===== config.mk =====
export PLATFORM = sky130hd
export DESIGN_NAME = cal_bcd_decoder
export DESIGN_NICKNAME = d
export VERILOG_FILES = /design/src/rtl/cal_bcd_pkg.sv /design/src/rtl/cal_gap_timer.sv /design/src/rtl/cal_frame_shifter.sv /design/src/rtl/cal_frame_check.sv /design/src/rtl/cal_bcd_decoder.sv
export SDC_FILE = /design/constraint.sdc
export NUM_CORES = 1
export LEC_CHECK = 0
export ABC_AREA = 1
export BUFFER_PORTS_ARGS = -buffer_cell sky130_fd_sc_hd__buf_4
export CELL_PAD_IN_SITES_DETAIL_PLACEMENT = 1
export CELL_PAD_IN_SITES_GLOBAL_PLACEMENT = 2
export CORE_UTILIZATION = 34
export DETAILED_ROUTE_END_ITERATION = 6
export GPL_ROUTABILITY_DRIVEN = 0
export PLACE_DENSITY = 0.86
export SLEW_MARGIN = 10
export SYNTH_ARGS = -nofsm -noshare
export SYNTH_HDL_FRONTEND = slang
export SYNTH_SLANG_ARGS = --single-unit
export TNS_END_PERCENT = 50

===== constraint.sdc =====
create_clock -name clk -period 1.6 [get_ports clk]
set_input_delay 0.08 -clock clk [delete_from_list [all_inputs] [get_ports clk]]
set_output_delay 0.08 -clock clk [all_outputs]
set_load 0.02 [all_outputs]

===== src/rtl/cal_bcd_pkg.sv =====
package cal_bcd_pkg;
   localparam int unsigned NIB_W = 4;

   typedef enum logic {
      ST_SYNC,
      ST_CAPT
   } cap_state_e;

   typedef struct packed {
      logic marker;
      logic metric;
      logic half;
      logic negative;
   } status_nib_t;
endpackage


===== src/rtl/cal_gap_timer.sv =====
module cal_gap_timer #(
   parameter int unsigned GAP_CYCLES = 50000
) (
   input  logic clk,
   input  logic rst_n,
   input  logic line_i,
   output logic fall_o,
   output logic idle_o
);
   localparam int unsigned CW = $clog2(GAP_CYCLES + 1);
   localparam logic [CW-1:0] GAP_MAX = CW'(GAP_CYCLES);

   logic          prev_q;
   logic [CW-1:0] quiet_q;

   always_ff @(posedge clk) begin
      if (!rst_n) begin
         prev_q  <= 1'b1;
         quiet_q <= '0;
      end else begin
         prev_q <= line_i;
         if (line_i != prev_q)
            quiet_q <= '0;
         else if (quiet_q != GAP_MAX)
            quiet_q <= quiet_q + 1'b1;
      end
   end

   assign fall_o = prev_q & ~line_i;
   assign idle_o = (quiet_q == GAP_MAX);
endmodule


===== src/rtl/cal_frame_shifter.sv =====
module cal_frame_shifter #(
   parameter int unsigned FRAME_BITS = 28
) (
   input  logic                  clk,
   input  logic                  rst_n,
   input  logic                  clear_i,
   input  logic                  shift_i,
   input  logic                  bit_i,
   output logic [FRAME_BITS-1:0] frame_o,
   output logic                  busy_o,
   output logic                  last_o,
   output logic                  done_o
);
   localparam int unsigned BW = $clog2(FRAME_BITS + 1);
   localparam logic [BW-1:0] LAST_IDX = BW'(FRAME_BITS - 1);

   logic [FRAME_BITS-1:0] sr_q;
   logic [BW-1:0]         cnt_q;
   logic                  done_q;

   assign last_o = shift_i & ~clear_i & (cnt_q == LAST_IDX);

   always_ff @(posedge clk) begin
      if (!rst_n) begin
         sr_q   <= '0;
         cnt_q  <= '0;
         done_q <= 1'b0;
      end else begin
         done_q <= 1'b0;
         if (clear_i) begin
            cnt_q <= '0;
         end else if (shift_i) begin
            sr_q <= {bit_i, sr_q[FRAME_BITS-1:1]};
            if (cnt_q == LAST_IDX) begin
               cnt_q  <= '0;
               done_q <= 1'b1;
            end else begin
               cnt_q <= cnt_q + 1'b1;
            end
         end
      end
   end

   assign frame_o = sr_q;
   assign busy_o  = (cnt_q != '0);
   assign done_o  = done_q;
endmodule


===== src/rtl/cal_frame_check.sv =====
module cal_frame_check
   import cal_bcd_pkg::*;
#(
   parameter int unsigned NUM_DIGITS   = 6,
   parameter bit          CHECK_DIGITS = 1'b1,
   localparam int unsigned FRAME_BITS  = (NUM_DIGITS + 1) * NIB_W
) (
   input  logic [FRAME_BITS-1:0] frame_i,
   output logic                  good_o
);
   logic [NUM_DIGITS-1:0] digit_ok;
   status_nib_t           stat;

   assign stat = status_nib_t'(frame_i[FRAME_BITS-1 -: NIB_W]);

   for (genvar k = 0; k < NUM_DIGITS; k++) begin : g_dig
      if (CHECK_DIGITS) begin : g_range
         assign digit_ok[k] = (frame_i[k*NIB_W +: NIB_W] <= 4'd9);
      end else begin : g_free
         assign digit_ok[k] = 1'b1;
      end
   end

   assign good_o = stat.marker & (&digit_ok);
endmodule


===== src/rtl/cal_bcd_decoder.sv =====
module cal_bcd_decoder
   import cal_bcd_pkg::*;
#(
   parameter int unsigned GAP_CYCLES   = 50000,
   parameter int unsigned NUM_DIGITS   = 6,
   parameter bit          CHECK_DIGITS = 1'b1
) (
   input  logic                        clk,
   input  logic                        rst_n,
   input  logic                        scale_clk_i,
   input  logic                        scale_dat_i,
   output logic [NUM_DIGITS*NIB_W-1:0] digits_o,
   output logic                        negative_o,
   output logic                        half_o,
   output logic                        metric_o,
   output logic                        frame_err_o,
   output logic                        valid_o
);
   localparam int unsigned DIG_BITS   = NUM_DIGITS * NIB_W;
   localparam int unsigned FRAME_BITS = DIG_BITS + NIB_W;

   if (GAP_CYCLES < 2) begin : g_bad_gap
      $error("GAP_CYCLES must be at least 2");
   end
   if (NUM_DIGITS < 1) begin : g_bad_dig
      $error("NUM_DIGITS must be at least 1");
   end

   logic                  fall, idle;
   logic                  sh_clear, sh_shift, sh_busy, sh_last, sh_done;
   logic [FRAME_BITS-1:0] frame;
   logic                  good;
   cap_state_e            state_q;
   status_nib_t           stat;

   cal_gap_timer #(.GAP_CYCLES(GAP_CYCLES)) u_gap (
      .clk    (clk),
      .rst_n  (rst_n),
      .line_i (scale_clk_i),
      .fall_o (fall),
      .idle_o (idle)
   );

   always_comb begin
      sh_clear = 1'b0;
      sh_shift = 1'b0;
      if (state_q == ST_SYNC) begin
         sh_clear = 1'b1;
      end else begin
         sh_clear = idle & sh_busy;
         sh_shift = fall;
      end
   end

   always_ff @(posedge clk) begin
      if (!rst_n) begin
         state_q <= ST_SYNC;
      end else begin
         case (state_q)
            ST_SYNC: if (idle) state_q <= ST_CAPT;
            ST_CAPT: if (sh_last) state_q <= ST_SYNC;
            default: state_q <= ST_SYNC;
         endcase
      end
   end

   cal_frame_shifter #(.FRAME_BITS(FRAME_BITS)) u_shift (
      .clk     (clk),
      .rst_n   (rst_n),
      .clear_i (sh_clear),
      .shift_i (sh_shift),
      .bit_i   (scale_dat_i),
      .frame_o (frame),
      .busy_o  (sh_busy),
      .last_o  (sh_last),
      .done_o  (sh_done)
   );

   cal_frame_check #(
      .NUM_DIGITS   (NUM_DIGITS),
      .CHECK_DIGITS (CHECK_DIGITS)
   ) u_check (
      .frame_i (frame),
      .good_o  (good)
   );

   assign stat = status_nib_t'(frame[FRAME_BITS-1 -: NIB_W]);

   always_ff @(posedge clk) begin
      if (!rst_n) begin
         digits_o    <= '0;
         negative_o  <= 1'b0;
         half_o      <= 1'b0;
         metric_o    <= 1'b0;
         frame_err_o <= 1'b0;
         valid_o     <= 1'b0;
      end else begin
         valid_o <= 1'b0;
         if (sh_done) begin
            frame_err_o <= ~good;
            if (good) begin
               digits_o   <= frame[DIG_BITS-1:0];
               negative_o <= stat.negative;
               half_o     <= stat.half;
               metric_o   <= stat.metric;
               valid_o    <= 1'b1;
            end
         end
      end
   end
endmodule


==> results of run 1 <==
## stage by stage
| stage | utilization (%) | hold WS (ps) |
|---|---|---|
| final | 46.4 | 46.2 |
| after floorplan | - | 180 |
| after CTS | 43.2 | 26.3 |
| after detailed placement | 40.3 | 310 |
| after global placement | 40.3 | 304 |
| after global routing | 46.4 | 29.9 |
## worst max-delay path, cell delays in order, from the launching register on
cell and delay, ps:
dfxtp_2 350, inv_2 80, ha_4 130, nand2_2 50, inv_2 50, nand2_2 60
nor2_4 170, buf_12 130, nand3_4 130, buf_12 190, nand3_1 70, nand2_1 80
nor2_1 140
## routing by layer
| layer | part of all wire [%] | routed length [µm] |
|---|---|---|
| met4 | 1.3 | 145 |
| met3 | 3.0 | 330 |
| met2 | 50 | 5480 |
| met1 | 46 | 4980 |
| met5 | 0 | 0 |
## power by group through the flow
stage	combinational, mW	clock, mW	sequential (mW)
2_1_floorplan	0.0745	0	2.07
3_3_place_gp	0.102	0	2.07
3_5_place_dp	0.106	0	2.07
4_1_cts	0.111	2.16	2.02
5_1_grt	0.139	2.26	2.02
6_report	0.123	2.13	2.02
## cell usage in the layout (no fill, tap or decap), drive strengths merged
cell type | netlist | layout
nor2 | 69 | 69
xor2 | 2 | 2
buf | 22 | 65
dfxtp | 81 | 81
nand3 | 66 | 67
nand4 | 35 | 35
dlygate4sd3 | 0 | 2
ha | 5 | 5
nand3b | 1 | 1
inv | 52 | 53
bufinv | 0 | 5
o21a | 2 | 2
or2 | 1 | 1
nor3 | 1 | 1
clkinv | 2 | 2
clkbuf | 8 | 13
o21ai | 12 | 12
and3 | 1 | 1
nand2 | 103 | 103
a21oi | 41 | 41
and2 | 1 | 1
## cells by family (layout without fill, tap and decap cells)
kind of cell / after synthesis / in the layout / synth area share, %
AO/OA/AOI/OAI: 55 / 55 / 9.54
XOR/XNOR: 2 / 2 / 0.470
adder cells (fa/ha/maj): 5 / 5 / 1.68
buffers and inverters: 84 / 140 / 9.91
flip-flops: 81 / 81 / 43.5
AND/OR/NAND/NOR: 278 / 279 / 34.9
## flip-flops by register name, indices dropped and copies added (netlist names)
signal and cells:
digits_o 24, state_q 1, negative_o 1, u_gap.quiet_q 16, u_shift.frame_o 28, half_o 1, metric_o 1, frame_err_o 1
valid_o 1, u_gap.prev_q 1, u_shift.cnt_q 5, u_shift.done_o 1
## final cells by class
cell class | count | share of cell area (%)
timing repair buffer | 71 | 14.5
tap | 136 | 3.51
sequential | 81 | 33.6
inverter | 54 | 4.18
clock inverter | 6 | 3.20
clock buffer | 9 | 2.55
multi-input combinational | 341 | 38.4
## how the worst max path moves through the flow
stage	start	cells past startpoint	end	slack, ps
6_report	u_gap.quiet_q[1]	12	u_shift.frame_o[8]	-90
5_1_grt	u_gap.quiet_q[1]	12	u_shift.frame_o[8]	-180
4_1_cts	u_gap.quiet_q[0]	11	u_shift.frame_o[8]	20
3_5_place_dp	u_gap.quiet_q[1]	8	u_gap.quiet_q[12]	-20
3_3_place_gp	u_gap.quiet_q[0]	8	u_gap.quiet_q[12]	90
2_1_floorplan	u_gap.quiet_q[0]	11	u_shift.frame_o[5]	200
## timing repair
action,CTS,global route
setup buffers,0,5
setup endpoints to repair,6,42
hold buffers,2,0
gates cloned,0,9
pin swaps,0,6
hold endpoints to repair,1,0
gates resized for setup,3,35
==> flow_summary.json, run 1 <==
{
  "std_cell_rows": 37,
  "busiest_layer": "met2",
  "die_width_um": 107,
  "n_fill_cell": 1272,
  "required_ps": 1890,
  "power.share.combinational_pct": 2.9,
  "hpwl_um": 6760,
  "port-buffer-count": 32,
  "reg2reg_depth": 12,
  "timing.max_slew.rel_slack_pct": 78.7,
  "grt_use_met3_pct": 4.44,
  "num_io_pins": 33,
  "multi_input_area_um2": 1870,
  "syn_nets": 514,
  "power_density_nw_per_um2": 881,
  "synthTopCellsByArea": "dfxtp_1 44%, nand2_1 10%, nand3_1 7.4%",
  "worst_hold_path_type": "in2reg",
  "swShare_pct": 20.4,
  "cts_made_buffers": 9,
  "sequential_cell_area_um2": 1630,
  "gr-usage-all-layers_pct": 17.9,
  "synth_async_sr_flop_share_pct": 0,
  "power.share.clock_pct": 49.8,
  "drc": 0,
  "gr-usage-met2_pct": 30.3,
  "dp_cells": 667,
  "finalNonFillerCells": 698,
  "clock_latency_ps": 360,
  "total_core_area_um2": 10500,
  "postSynth.topFlopCell": "dfxtp_1",
  "first_iter_violations": 126,
  "pre_cts_ws_ps": -18.2,
  "synthesized_area_per_cell_um2": 7.38,
  "unrepaired_setup_endpoints_after_global_routing": "true",
  "post_route_total_power_mw": 4.28,
  "initial_core_util_pct": 35.6,
  "cellInternalPower_mw": 3.40,
  "reg2reg_from": "u_gap.quiet_q[1]",
  "number_of_antenna_violations_at_the_first_check_in_global_routing": 0,
  "dominant_cell_by_count_in_the_synthesized_netlist": "nand2_1",
  "critPathArrivalTime_ps": 1980,
  "final-hold-violation-count": 0,
  "synthesis.yosys.warnings": 0,
  "total_leakage_power_nw": 1.98,
  "postRouteAntennaNets": 0,
  "worstHoldStart": "rst_n",
  "htree_levels": 3,
  "whs_path_depth": 3,
  "area_of_the_mapped_netlist_um2": 3720,
  "dpl_cell_area_um2": 4210,
  "largest_net_degree_at_the_start_of_global_routing": 39,
  "drive_above_1_share_pct": 26.3,
  "criticalPathCategory": "reg2reg",
  "pin_slew_with_the_least_headroom_to_its_limit_ps": 318,
  "fin_ws_ps": -89.2,
  "cts.sink_count": 81,
  "detailroute.via_count": 3531,
  "drt_wl_total_um": 10900,
  "gr-usage-met1_pct": 22.4,
  "synth_top_cells_by_count": "103 x nand2_1, 81 x dfxtp_1, 66 x nor2_1",
  "run_status": "complete, but fails checks",
  "critPathLaunchType": "register",
  "worst-r2r-setup-slack_ps": -90,
  "global_route_wire_length_before_repair_um": 16200,
  "routed_via_density": 5.06,
  "layout-area-overhead-vs-synth_pct": 30.3,
  "netlist.top_cell.by_area": "dfxtp_1",
  "finish.net_count": 567,
  "cts_tree": "built",
  "drt-pass1-iter-count": 6,
  "clock_root_buffer_master": "clkbuf_8",
  "hold_path_end": "u_shift.frame_o[21]",
  "sum_of_negative_setup_slack_ps": -205,
  "final_max_slew_viol_count": 0,
  "final_design_area_no_fill_um2": 4850,
  "grt_pass1_vias": 3368,
  "share_of_the_yosys_chip_area_belonging_to_registers_pct": 43.5,
  "chipHeight_um": 107,
  "power.switching_mw": 0.874,
  "die_area_um2": 11400,
  "setup-violations-final": 6,
  "maxCapViolCount": 0,
  "worst_ir_drop_vdd_v": 0.000332,
  "cts_max_path_buffers": 2,
  "setup.worst_path.end_class": "register",
  "antenna_cells_inserted": 0,
  "synth_edf_count": 0,
  "global_route.overflow_total": 0,
  "period_minus_slack_ps": 1690,
  "ys_seq_elements": 81,
  "rr_endpoint": "u_shift.frame_o[8]",
  "final_min_period_over_clock_period_pct": 106,
  "finClkSkew_ps": 9.89,
  "wire_per_inst_um": 15.7,
  "clock.fmax_ghz": 0.592,
  "synth_top_cell_area_share_pct": 43.5,
  "sequentialPowerShare_pct": 47.3,
  "failed_checks": "setup timing",
  "yosysUniqueCellTypes": 26,
  "clk_transition_reported_paths_ps": 90,
  "timing.critical_path.fanout_max": 10,
  "postSynthCellCount": 505
}
Note: power is estimated with default switching activity, not from simulation.
==> run 2: changes to the inputs <==
--- a/config.mk
+++ b/config.mk
@@ -12,6 +12,7 @@
 export CORE_UTILIZATION = 34
 export DETAILED_ROUTE_END_ITERATION = 6
 export GPL_ROUTABILITY_DRIVEN = 0
+export HOLD_SLACK_MARGIN = 0.02
 export PLACE_DENSITY = 0.86
 export SLEW_MARGIN = 10
 export SYNTH_ARGS = -nofsm -noshare
==> constraint.sdc (replaced) <==
create_clock -name clk -period 1.8 [get_ports clk]
set_input_delay 0.36 -clock clk [delete_from_list [all_inputs] [get_ports clk]]
set_output_delay 0.36 -clock clk [all_outputs]
set_load 0.02 [all_outputs]
==> flow_summary.json, run 2 (synthesis gave the netlist of run 1 again) <==
{
  "hold_path_end": "u_gap.prev_q",
  "htree_levels": 3,
  "criticalPathCategory": "reg2reg",
  "worst-r2r-setup-slack_ps": 230,
  "timing.critical_path.fanout_max": 15,
  "finClkSkew_ps": 13.4,
  "drc": 0,
  "period_minus_slack_ps": 1570,
  "run_status": "finished, final reports clean",
  "total_core_area_um2": 10500,
  "whs_path_depth": 3,
  "holdBufCountCts": 0,
  "dp_cells": 659,
  "sum_of_negative_setup_slack_ps": 0,
  "power_density_nw_per_um2": 784,
  "largest_net_degree_at_the_start_of_global_routing": 44,
  "final_min_period_over_clock_period_pct": 87.3,
  "worst_ir_drop_vdd_v": 0.000272,
  "antenna_cells_inserted": 0,
  "gr-usage-all-layers_pct": 17.3,
  "power.share.combinational_pct": 2.9,
  "chipHeight_um": 107,
  "reg2reg_depth": 10,
  "critPathLaunchType": "register",
  "power.switching_mw": 0.794,
  "detailroute.via_count": 3313,
  "initial_core_util_pct": 35.6,
  "drt-pass1-iter-count": 4,
  "final_max_slew_viol_count": 0,
  "finish.net_count": 543,
  "std_cell_rows": 37,
  "maxCapViolCount": 0,
  "critPathArrivalTime_ps": 1870,
  "clock.fmax_ghz": 0.636,
  "layout.cells.most_common": "nand2_1",
  "unrepaired_setup_endpoints_after_global_routing": "false",
  "worst_hold_path_type": "in2reg",
  "most-common-layout-cells": "103 x nand2_1, 81 x dfxtp_1, 65 x nor2_1, 55 x nand3_1, 52 x inv_1",
  "setup-violations-final": 0,
  "final-hold-violation-count": 0,
  "postRouteAntennaNets": 0,
  "setup.worst_path.end_class": "register",
  "die_area_um2": 11400,
  "cellInternalPower_mw": 2.61,
  "cts_max_path_buffers": 2,
  "timing.max_slew.rel_slack_pct": 78.8,
  "global_route_wire_length_before_repair_um": 15500,
  "die_width_um": 107,
  "post-cts-setup-buffer-count": 0,
  "sequentialPowerShare_pct": 52.8,
  "power.share.clock_pct": 44.3,
  "grt_pass1_vias": 3245,
  "num_io_pins": 33,
  "pin_slew_with_the_least_headroom_to_its_limit_ps": 318,
  "drt_wl_total_um": 9050,
  "post_cts_resize_count": 0,
  "cts_tree": "built",
  "reg2reg_from": "u_gap.quiet_q[0]",
  "clk_transition_reported_paths_ps": 90,
  "required_ps": 2100,
  "total_leakage_power_nw": 1.78,
  "global_route.overflow_total": 0,
  "clock_root_buffer_master": "clkbuf_8",
  "hpwl_um": 6410,
  "worstHoldStart": "scale_clk_i",
  "wire_per_inst_um": 13.4,
  "cts_made_buffers": 9,
  "cts.sink_count": 81,
  "port-buffer-count": 32,
  "first_iter_violations": 83,
  "number_of_antenna_violations_at_the_first_check_in_global_routing": 0,
  "clock_latency_ps": 370,
  "finalNonFillerCells": 675,
  "max_reg_flops": 28,
  "drive_above_1_share_pct": 18.7,
  "swShare_pct": 23.3,
  "routed_via_density": 4.91,
  "layout-area-overhead-vs-synth_pct": 16.7,
  "rr_endpoint": "u_shift.cnt_q[0]"
}
run 2: layout make-up:
type,count,area [µm²]
repair buffers,48,398
well taps,136,170
multi-input cells,340,1740
flip-flops and latches,81,1620
clock buffers,9,124
clock inverters,7,92.6
inverters,54,203
fillers,1363,6120
run 2: routing by layer:
metal | track usage, % | vias up | share of wire [%]
met2 | 27.0 | 39 | 45
met4 | 6.75 | 0 | 1.7
met1 | 23.4 | 1560 | 50
met3 | 3.47 | 10 | 2.9
li1 | - | 1704 | -
met5 | 0 | - | 0
run 2: per-stage QoR:
stage / instance area [µm²] / hold WS (ps) / worst slack, ps / utilization [%] / power, mW
after floorplan: 3720 / 447 / 364 / - / 1.91
after global placement: 4130 / 451 / 211 / 39.4 / 1.94
after detailed placement: 4130 / 456 / 187 / 39.4 / 1.94
after CTS: 4340 / 208 / 160 / 41.5 / 3.45
after global routing: 4350 / 212 / 14.5 / 41.5 / 3.54
final: 4350 / 217 / 228 / 41.5 / 3.40
run 2: power by group through the flow:
stage	logic (mW)	clock network (mW)	registers [mW]
finish	0.0981	1.51	1.80
global route	0.111	1.63	1.80
CTS	0.0996	1.55	1.80
detailed placement	0.0991	0	1.84
global placement	0.0960	0	1.84
floorplan	0.0663	0	1.84
run 2: worst max path at each step:
stage               cells past startpoint        startpoint            endpoint
global route                           10  u_gap.quiet_q[0]    u_shift.cnt_q[3]
global placement                        8  u_gap.quiet_q[1]   u_gap.quiet_q[12]
finish                                 10  u_gap.quiet_q[0]    u_shift.cnt_q[0]
detailed placement                      8  u_gap.quiet_q[1]   u_gap.quiet_q[12]
CTS                                     8  u_gap.quiet_q[1]   u_gap.quiet_q[12]
floorplan                               7       scale_clk_i  u_shift.frame_o[0]
run 2: worst max-delay path: stages (launching register included):
cell and delay (ps):
dfxtp_1 380, inv_1 80, ha_1 200, nand2_1 60
inv_1 40, nand2_1 60, nor2_2 50, nand3_2 90
buf_4 210, nand3_1 190, a21oi_1 160
